$ cat src/rtl/can_txsel_pkg.sv
package can_txsel_pkg;
  typedef enum logic [1:0] {
    ST_IDLE    = 2'd0,
    ST_LAUNCH  = 2'd1,
    ST_ACTIVE  = 2'd2,
    ST_RELEASE = 2'd3
  } seq_st_e;

  typedef enum logic {
    SRC_FIFO = 1'b0,
    SRC_HPB  = 1'b1
  } tx_src_e;
endpackage

$ cat src/rtl/txsel_pick.sv
module txsel_pick
  import can_txsel_pkg::*;
#(
  parameter int MSG_W = 32
) (
  input  logic             hpb_valid_i,
  input  logic [MSG_W-1:0] hpb_msg_i,
  input  logic             fifo_valid_i,
  input  logic [MSG_W-1:0] fifo_msg_i,
  output logic             any_o,
  output tx_src_e          src_o,
  output logic [MSG_W-1:0] msg_o
);
  // fixed priority: urgent slot over queue head
  always_comb begin
    any_o = hpb_valid_i | fifo_valid_i;
    if (hpb_valid_i) begin
      src_o = SRC_HPB;
      msg_o = hpb_msg_i;
    end else begin
      src_o = SRC_FIFO;
      msg_o = fifo_msg_i;
    end
  end
endmodule

$ cat src/rtl/txsel_seq.sv
module txsel_seq
  import can_txsel_pkg::*;
(
  input  logic clk_i,
  input  logic rst_ni,
  input  logic any_i,
  input  logic eng_busy_i,
  input  logic eng_done_i,
  input  logic eng_err_i,
  input  logic eng_arb_lost_i,
  output logic launch_o,
  output logic req_o,
  output logic rel_o
);
  seq_st_e st_q, st_d;

  assign launch_o = (st_q == ST_IDLE) && any_i && !eng_busy_i;

  always_comb begin
    st_d = st_q;
    unique case (st_q)
      ST_IDLE:    if (launch_o) st_d = ST_LAUNCH;
      ST_LAUNCH:  st_d = ST_ACTIVE;
      ST_ACTIVE:  begin
        if (eng_done_i)                       st_d = ST_RELEASE;
        else if (eng_err_i || eng_arb_lost_i) st_d = ST_IDLE;  // retry, re-pick
      end
      ST_RELEASE: st_d = ST_IDLE;  // one cycle so source updates before re-pick
      default:    st_d = ST_IDLE;
    endcase
  end

  always_ff @(posedge clk_i or negedge rst_ni) begin
    if (!rst_ni) st_q <= ST_IDLE;
    else         st_q <= st_d;
  end

  assign req_o = (st_q == ST_LAUNCH);
  assign rel_o = (st_q == ST_RELEASE);

  a_r4_req_pulse: assert property (@(posedge clk_i) disable iff (!rst_ni)
    req_o |=> !req_o);
  a_r7_release_after_done: assert property (@(posedge clk_i) disable iff (!rst_ni)
    rel_o |-> $past(eng_done_i));
endmodule

$ cat src/rtl/txsel_hold.sv
module txsel_hold
  import can_txsel_pkg::*;
#(
  parameter int MSG_W = 32
) (
  input  logic             clk_i,
  input  logic             rst_ni,
  input  logic             load_i,
  input  tx_src_e          src_i,
  input  logic [MSG_W-1:0] msg_i,
  output tx_src_e          src_o,
  output logic [MSG_W-1:0] msg_o
);
  always_ff @(posedge clk_i or negedge rst_ni) begin
    if (!rst_ni) begin
      src_o <= SRC_FIFO;
      msg_o <= '0;
    end else if (load_i) begin
      src_o <= src_i;
      msg_o <= msg_i;
    end
  end
endmodule

$ cat src/rtl/can_tx_prio_sel.sv
module can_tx_prio_sel
  import can_txsel_pkg::*;
#(
  parameter int MSG_W = 32
) (
  input  logic             clk_i,
  input  logic             rst_ni,
  input  logic             hpb_valid_i,
  input  logic [MSG_W-1:0] hpb_msg_i,
  input  logic             fifo_valid_i,
  input  logic [MSG_W-1:0] fifo_msg_i,
  input  logic             eng_busy_i,
  input  logic             eng_done_i,
  input  logic             eng_err_i,
  input  logic             eng_arb_lost_i,
  output logic [MSG_W-1:0] msg_o,
  output logic             req_o,
  output logic             fifo_pop_o,
  output logic             hpb_clr_o
);
  logic             any_w, launch_w, rel_w;
  tx_src_e          pick_src_w, cur_src_w;
  logic [MSG_W-1:0] pick_msg_w;

  txsel_pick #(.MSG_W(MSG_W)) u_pick (
    .hpb_valid_i (hpb_valid_i),
    .hpb_msg_i   (hpb_msg_i),
    .fifo_valid_i(fifo_valid_i),
    .fifo_msg_i  (fifo_msg_i),
    .any_o       (any_w),
    .src_o       (pick_src_w),
    .msg_o       (pick_msg_w)
  );

  txsel_seq u_seq (
    .clk_i         (clk_i),
    .rst_ni        (rst_ni),
    .any_i         (any_w),
    .eng_busy_i    (eng_busy_i),
    .eng_done_i    (eng_done_i),
    .eng_err_i     (eng_err_i),
    .eng_arb_lost_i(eng_arb_lost_i),
    .launch_o      (launch_w),
    .req_o         (req_o),
    .rel_o         (rel_w)
  );

  txsel_hold #(.MSG_W(MSG_W)) u_hold (
    .clk_i (clk_i),
    .rst_ni(rst_ni),
    .load_i(launch_w),
    .src_i (pick_src_w),
    .msg_i (pick_msg_w),
    .src_o (cur_src_w),
    .msg_o (msg_o)
  );

  assign fifo_pop_o = rel_w && (cur_src_w == SRC_FIFO);
  assign hpb_clr_o  = rel_w && (cur_src_w == SRC_HPB);

  a_r4_req_when_free: assert property (@(posedge clk_i) disable iff (!rst_ni)
    req_o |-> !$past(eng_busy_i));
  a_r7_one_consume: assert property (@(posedge clk_i) disable iff (!rst_ni)
    !(fifo_pop_o && hpb_clr_o));
  a_r8_no_consume_on_fail: assert property (@(posedge clk_i) disable iff (!rst_ni)
    ($past(eng_err_i || eng_arb_lost_i) && !$past(eng_done_i)) |-> !(fifo_pop_o || hpb_clr_o));
  a_r10_idle_quiet: assert property (@(posedge clk_i) disable iff (!rst_ni)
    (!hpb_valid_i && !fifo_valid_i) |=> !req_o);
endmodule

$ cat config.mk
export PLATFORM = sky130hd
export DESIGN_NAME = can_tx_prio_sel
export DESIGN_NICKNAME = d
export VERILOG_FILES = /design/src/rtl/can_txsel_pkg.sv /design/src/rtl/txsel_pick.sv /design/src/rtl/txsel_seq.sv /design/src/rtl/txsel_hold.sv /design/src/rtl/can_tx_prio_sel.sv
export SDC_FILE = /design/constraint.sdc
export NUM_CORES = 1
export LEC_CHECK = 0
export CAP_MARGIN = 0
export CORE_MARGIN = 5
export CORE_UTILIZATION = 41
export DETAILED_ROUTE_END_ITERATION = 8
export PLACE_DENSITY = 0.86
export SYNTH_ARGS = -nofsm -noshare
export SYNTH_HDL_FRONTEND = slang
export SYNTH_SLANG_ARGS = --single-unit
$ cat constraint.sdc
create_clock -name clk_i -period 5 [get_ports clk_i]
set_clock_uncertainty 0.2 [all_clocks]
set_input_delay 1 -clock clk_i [delete_from_list [all_inputs] [get_ports clk_i]]
set_output_delay 1 -clock clk_i [all_outputs]
set_load 0.01 [all_outputs]
=== Word-level counts from Yosys, hierarchy flattened ===
Cells that the tools add are included.

* $add $sub $neg: 0
* Multipliers: 0
* Div/mod/pow operators: 0
* Magnitude comparators: 0
* Eq/ne operators: 5
* Shift operators: 0
* Muxes and demuxes: 6
* Bitwise gates (word level): 2
* Reductions and logical operators: 8

{| class="wikitable"
|+ Operators by type and width
! operator !! number
|-
| 32-bit two-way mux || 1
|-
| 2-bit one-hot mux with 4 select lines || 1
|-
| 2-bit two-way mux || 3
|-
| 2-bit equality test, second input constant || 2
|-
| 1-bit logical AND || 4
|-
| 3-bit by 2-bit inequality test with 1-bit output, second input constant || 1
|-
| 2-bit by 1-bit equality test with 1-bit output, second input constant || 1
|-
| 2-bit logical NOT || 1
|-
| 2-bit inequality test, second input constant || 1
|-
| 2-bit AND reduction || 1
|-
| 1-bit logical NOT || 1
|-
| 1-bit logical OR || 1
|-
| 1-bit two-way mux || 1
|-
| 1-bit NOT || 1
|-
| 1-bit OR || 1
|}

* Register bits after elaboration: 35
* Bits in latches: 0
* RAM bits: 0
* ROM bits: 0
* Bits of input ports: 72
* Output and inout bits: 35
* Logic and storage cells: 24
* Memories: 0

=== Logic depth before layout (Yosys ltp) ===
* Depth in word-level cells: 5
* Gate-level depth with buffers: 6
* Mapped depth without buffers: 3

=== Hierarchy ===
A second synthesis with hierarchy kept.

* Cell total of the unflattened synthesis: 120
* Area total of the unflattened synthesis: 2,063.2 µm²

{| class="wikitable"
|+ By module, submodules not included
! module !! instances !! cells each !! area an instance (µm²) !! seq. area each (µm²)
|-
| txsel_hold || 1 || 70 || 1,381.3 || 825.8
|-
| txsel_pick || 1 || 38 || 554.3 || 0.0
|-
| txsel_seq || 1 || 10 || 111.4 || 50.0
|-
| can_tx_prio_sel || 1 || 2 || 16.3 || 0.0
|}

=== Worst setup path after synthesis ===
No wires, ideal clock.

* Path kind: in2reg
* Start point: input hpb_valid_i
* End point: register u_hold.msg_o[0]
* Setup time: 125 ps
* Arrival: 2,150 ps
* Data required time: 4,675 ps
* Slack: 2,524 ps
* Stages: 6
* Path buffers: 3
* Cell sequence: buf_4 nor2_1 or4_1 buf_6 buf_8 mux2_4

* Word-level cells in the longest chain between the ends: 3
* Elaborated cells between the ends (all ways): 4
* Those cells by class: mux (1); bitwise (1); reduce/logical (2)

{| class="wikitable"
|+ RTL lines
! element !! line !! RTL
|-
| start: declaration || can_tx_prio_sel.sv:8 || <nowiki>input logic hpb_valid_i,</nowiki>
|-
| 1-bit OR || txsel_pick.sv:16 || <nowiki>any_o = hpb_valid_i | fifo_valid_i;</nowiki>
|-
| 1-bit logical AND (2 in series) || txsel_seq.sv:17 || <nowiki>assign launch_o = (st_q == ST_IDLE) && any_i && !eng_busy_i;</nowiki>
|-
| end signal: assignment || txsel_hold.sv:20 || <nowiki>msg_o <= msg_i;</nowiki>
|-
| end: declaration || txsel_hold.sv:12 || <nowiki>output logic [MSG_W-1:0] msg_o</nowiki>
|}

Parallel ways exist; a longest one is shown, timed or not.
A chain may end at the register's enable or synchronous reset.

=== Final worst setup path ===
* Start point: input hpb_valid_i
* End point: register u_hold.msg_o[8]

Same word-level chain as after synthesis.

==> flow_summary.yaml <==
worst_setup_path:
  cp_data_required_time_ps: 4960
  cp_top_family: "simple AND/OR/NAND/NOR gates"
  reg2reg_depth: 2
  crit_start: "hpb_valid_i"
  endpoint_kind: "register"
  crit_arrival_ps: 3480
  crit_buf_inv: 2
  crit_fanout: 34
  crit_cells: 5
  regToRegEndpoint: "u_hold.msg_o[8]$_DFFE_PN0P_"
  critPathCapture: "u_hold.msg_o[8]$_DFFE_PN0P_"
  worstPathCellList: "clkdlybuf4s50_1 > buf_4 > nor2_1 > or4_2 > mux2_1"
  reg2reg_slack_ps: 2580
  critPathKind: "in -> reg"
  slowest_delay_ps: 1060
  critPathLaunchType: "input pin"
  slowest_stage: "or4_2"
  r2r-start: "u_seq.st_q[1]$_DFFE_PN0P_"
cells_and_area:
  drive_gt1_share_pct: 31.7
  nNetsFinal: 299
  area_growth_syn_to_layout_pct: 61.3
  final_common_cell: "clkdlybuf4s50_1"
  n_antenna_cell: 0
  layout_common_cells: "clkdlybuf4s50_1, dfrtp_1, mux2_2"
  fillers: 335
sta:
  finalMaxSlewViolations: 0
  fin_ws_ps: 1470
  hold_violations: 0
  worst_slew_pin_slew_ps: 1040
  max_slew_margin_pct: 30.9
  min_period_ps: 3530
  fmax_mhz: 284
  timing.setup.tns_ps: 0
  setup_viol: 0
  fin_crit_sh_pct: 70.5
  rsz0062_at_grt: "no"
die:
  die_area_sq_um: 5990
  core_area_sq_um: 4380
  start_util_pct: 42.5
  placementRows: 24
  dieHeight_um: 77.4
  ios: 107
  die_x_um: 77.4
global_routing:
  grt_max_degree: 36
  grt_overflow: 0
  track_usage_pct: 14.8
  antenna_found_initial: 0
  grt_pass1_vias: 1422
  grt_pass1_wl_um: 6910
place:
  hpwl_um: 3330
  gp_congestion: 0.711
  dp_slack_ps: 1150
  portBuffers: 106
clocking:
  holdBufCountCts: 0
  post-cts-setup-buffers: 0
  cts_root_buffer: "clkbuf_8"
  cts_resized: 0
  clockBufferDepth: 2
  cts.sinks: 35
  clock_latency_ps: 270
  clkSlewWorstSetupHoldPaths_ps: 70
  cts_tree: "built"
  htree_levels: 2
  numCtsBuffers: 5
synth:
  netlist_instances: 121
  avgSynthCellArea_sq_um: 15.4
  synth.yosys.seq_area_share_pct: 47.0
  ys_ff_latch: 35
  syn-num-nets: 193
  ys_warn_count: 0
  synth_area_sq_um: 1860
  synth_cell_types: 17
power:
  p_sw_uw: 414
  clkPwrFrac_pct: 13.7
  p_comb_share_pct: 50.9
  ir_drop_mv: 0.225
  leakage_nw: 1.32
  powerDensity_nw_per_um2: 485
  swShare_pct: 28.4
  internal_power_mw: 1.04
  p_seq_share_pct: 35.4
routing:
  wl_um: 4360
  viasPerCell: 4.72
  wire_per_inst_um: 15.6
  ant_nets: 0
  wl_met2_um: 2060
  routed.top_layer: "met4"
  firstDrtPassIters: 4
  wl_met3_um: 463
  drc: 0
  dr_total_vias: 1316
  drt_iter0_markers: 44
  met1_length_um: 1760
status:
  outcome: "complete, no violations"
min_path:
  min-delay-path-class: "reg -> reg"
run:
  drv_cap: 0
## layer usage
layer,vias up,global-route usage [%]
met1,602,17.3
met4,0,7.22
li1,640,-
met5,-,0
met2,66,23.1
met3,8,6.94
## synthesized netlist by cell type, drive strengths merged
library cell	instances	share of area [%]
clkbuf	3	0.60
o21ai	1	0.27
dfrtp	35	47
and3	1	0.34
or4	1	0.40
nor2b	2	0.67
or3	1	0.34
nor2	3	0.60
a21oi	1	0.27
buf	5	3.4
nand2b	1	0.34
nand2	2	0.40
mux2	65	45
## per-stage QoR
stage	instance area (sq um)	power (mW)	hold WS, ps	util [%]	instances
global route	3010	1.55	334	68.6	279
finish	3010	1.46	296	68.6	279
global placement	2920	1.25	275	66.6	272
floorplan	1860	0.892	261	-	121
CTS	3010	1.48	300	68.6	279
detailed placement	2920	1.27	285	66.6	272
## registers in the layout, indices dropped and copies added, names as in the netlist
register and count:
u_hold.msg_o 32, u_hold.src_o 1, u_seq.st_q 2
## power by group through the flow
| stage | combinational, mW | clock [mW] | sequential [mW] |
|---|---|---|---|
| 6_report | 0.742 | 0.200 | 0.516 |
| 5_1_grt | 0.790 | 0.219 | 0.537 |
| 4_1_cts | 0.756 | 0.207 | 0.518 |
| 3_5_place_dp | 0.755 | 0 | 0.515 |
| 3_3_place_gp | 0.740 | 0 | 0.515 |
| 2_1_floorplan | 0.320 | 0 | 0.572 |
## kinds of logic after synthesis
family / after synthesis / synth area share (%)
multiplexers: 65 / 45.3
flip-flops: 35 / 47.0
AND/OR/NAND/NOR: 11 / 3.09
buffers and inverters: 8 / 4.03
AO/OA/AOI/OAI: 2 / 0.537
## layout make-up
cell class                      instances  area (sq um)  area share, %
Timing Repair Buffer                  107          1060           35.4
Multi-Input combinational cell         78           913           30.4
Clock inverter                          1          5.00          0.167
Tap cell                               52          65.1           2.16
Clock buffer                            6          82.6           2.75
Sequential cell                        35           876           29.1
## how the worst min path moves through the flow
stage / startpoint / depth (start not counted) / to / slack [ps]
after global placement: u_hold.msg_o[8]$_DFFE_PN0P_ / 1 / u_hold.msg_o[8]$_DFFE_PN0P_ / 280
final: u_hold.msg_o[10]$_DFFE_PN0P_ / 1 / u_hold.msg_o[10]$_DFFE_PN0P_ / 300
after floorplan: u_seq.st_q[0]$_DFFE_PN0P_ / 1 / u_seq.st_q[0]$_DFFE_PN0P_ / 260
after global routing: u_hold.msg_o[14]$_DFFE_PN0P_ / 1 / u_hold.msg_o[14]$_DFFE_PN0P_ / 330
after CTS: u_hold.msg_o[10]$_DFFE_PN0P_ / 1 / u_hold.msg_o[10]$_DFFE_PN0P_ / 300
after detailed placement: u_hold.msg_o[10]$_DFFE_PN0P_ / 1 / u_hold.msg_o[10]$_DFFE_PN0P_ / 280
(Power assumes the default switching activity.)
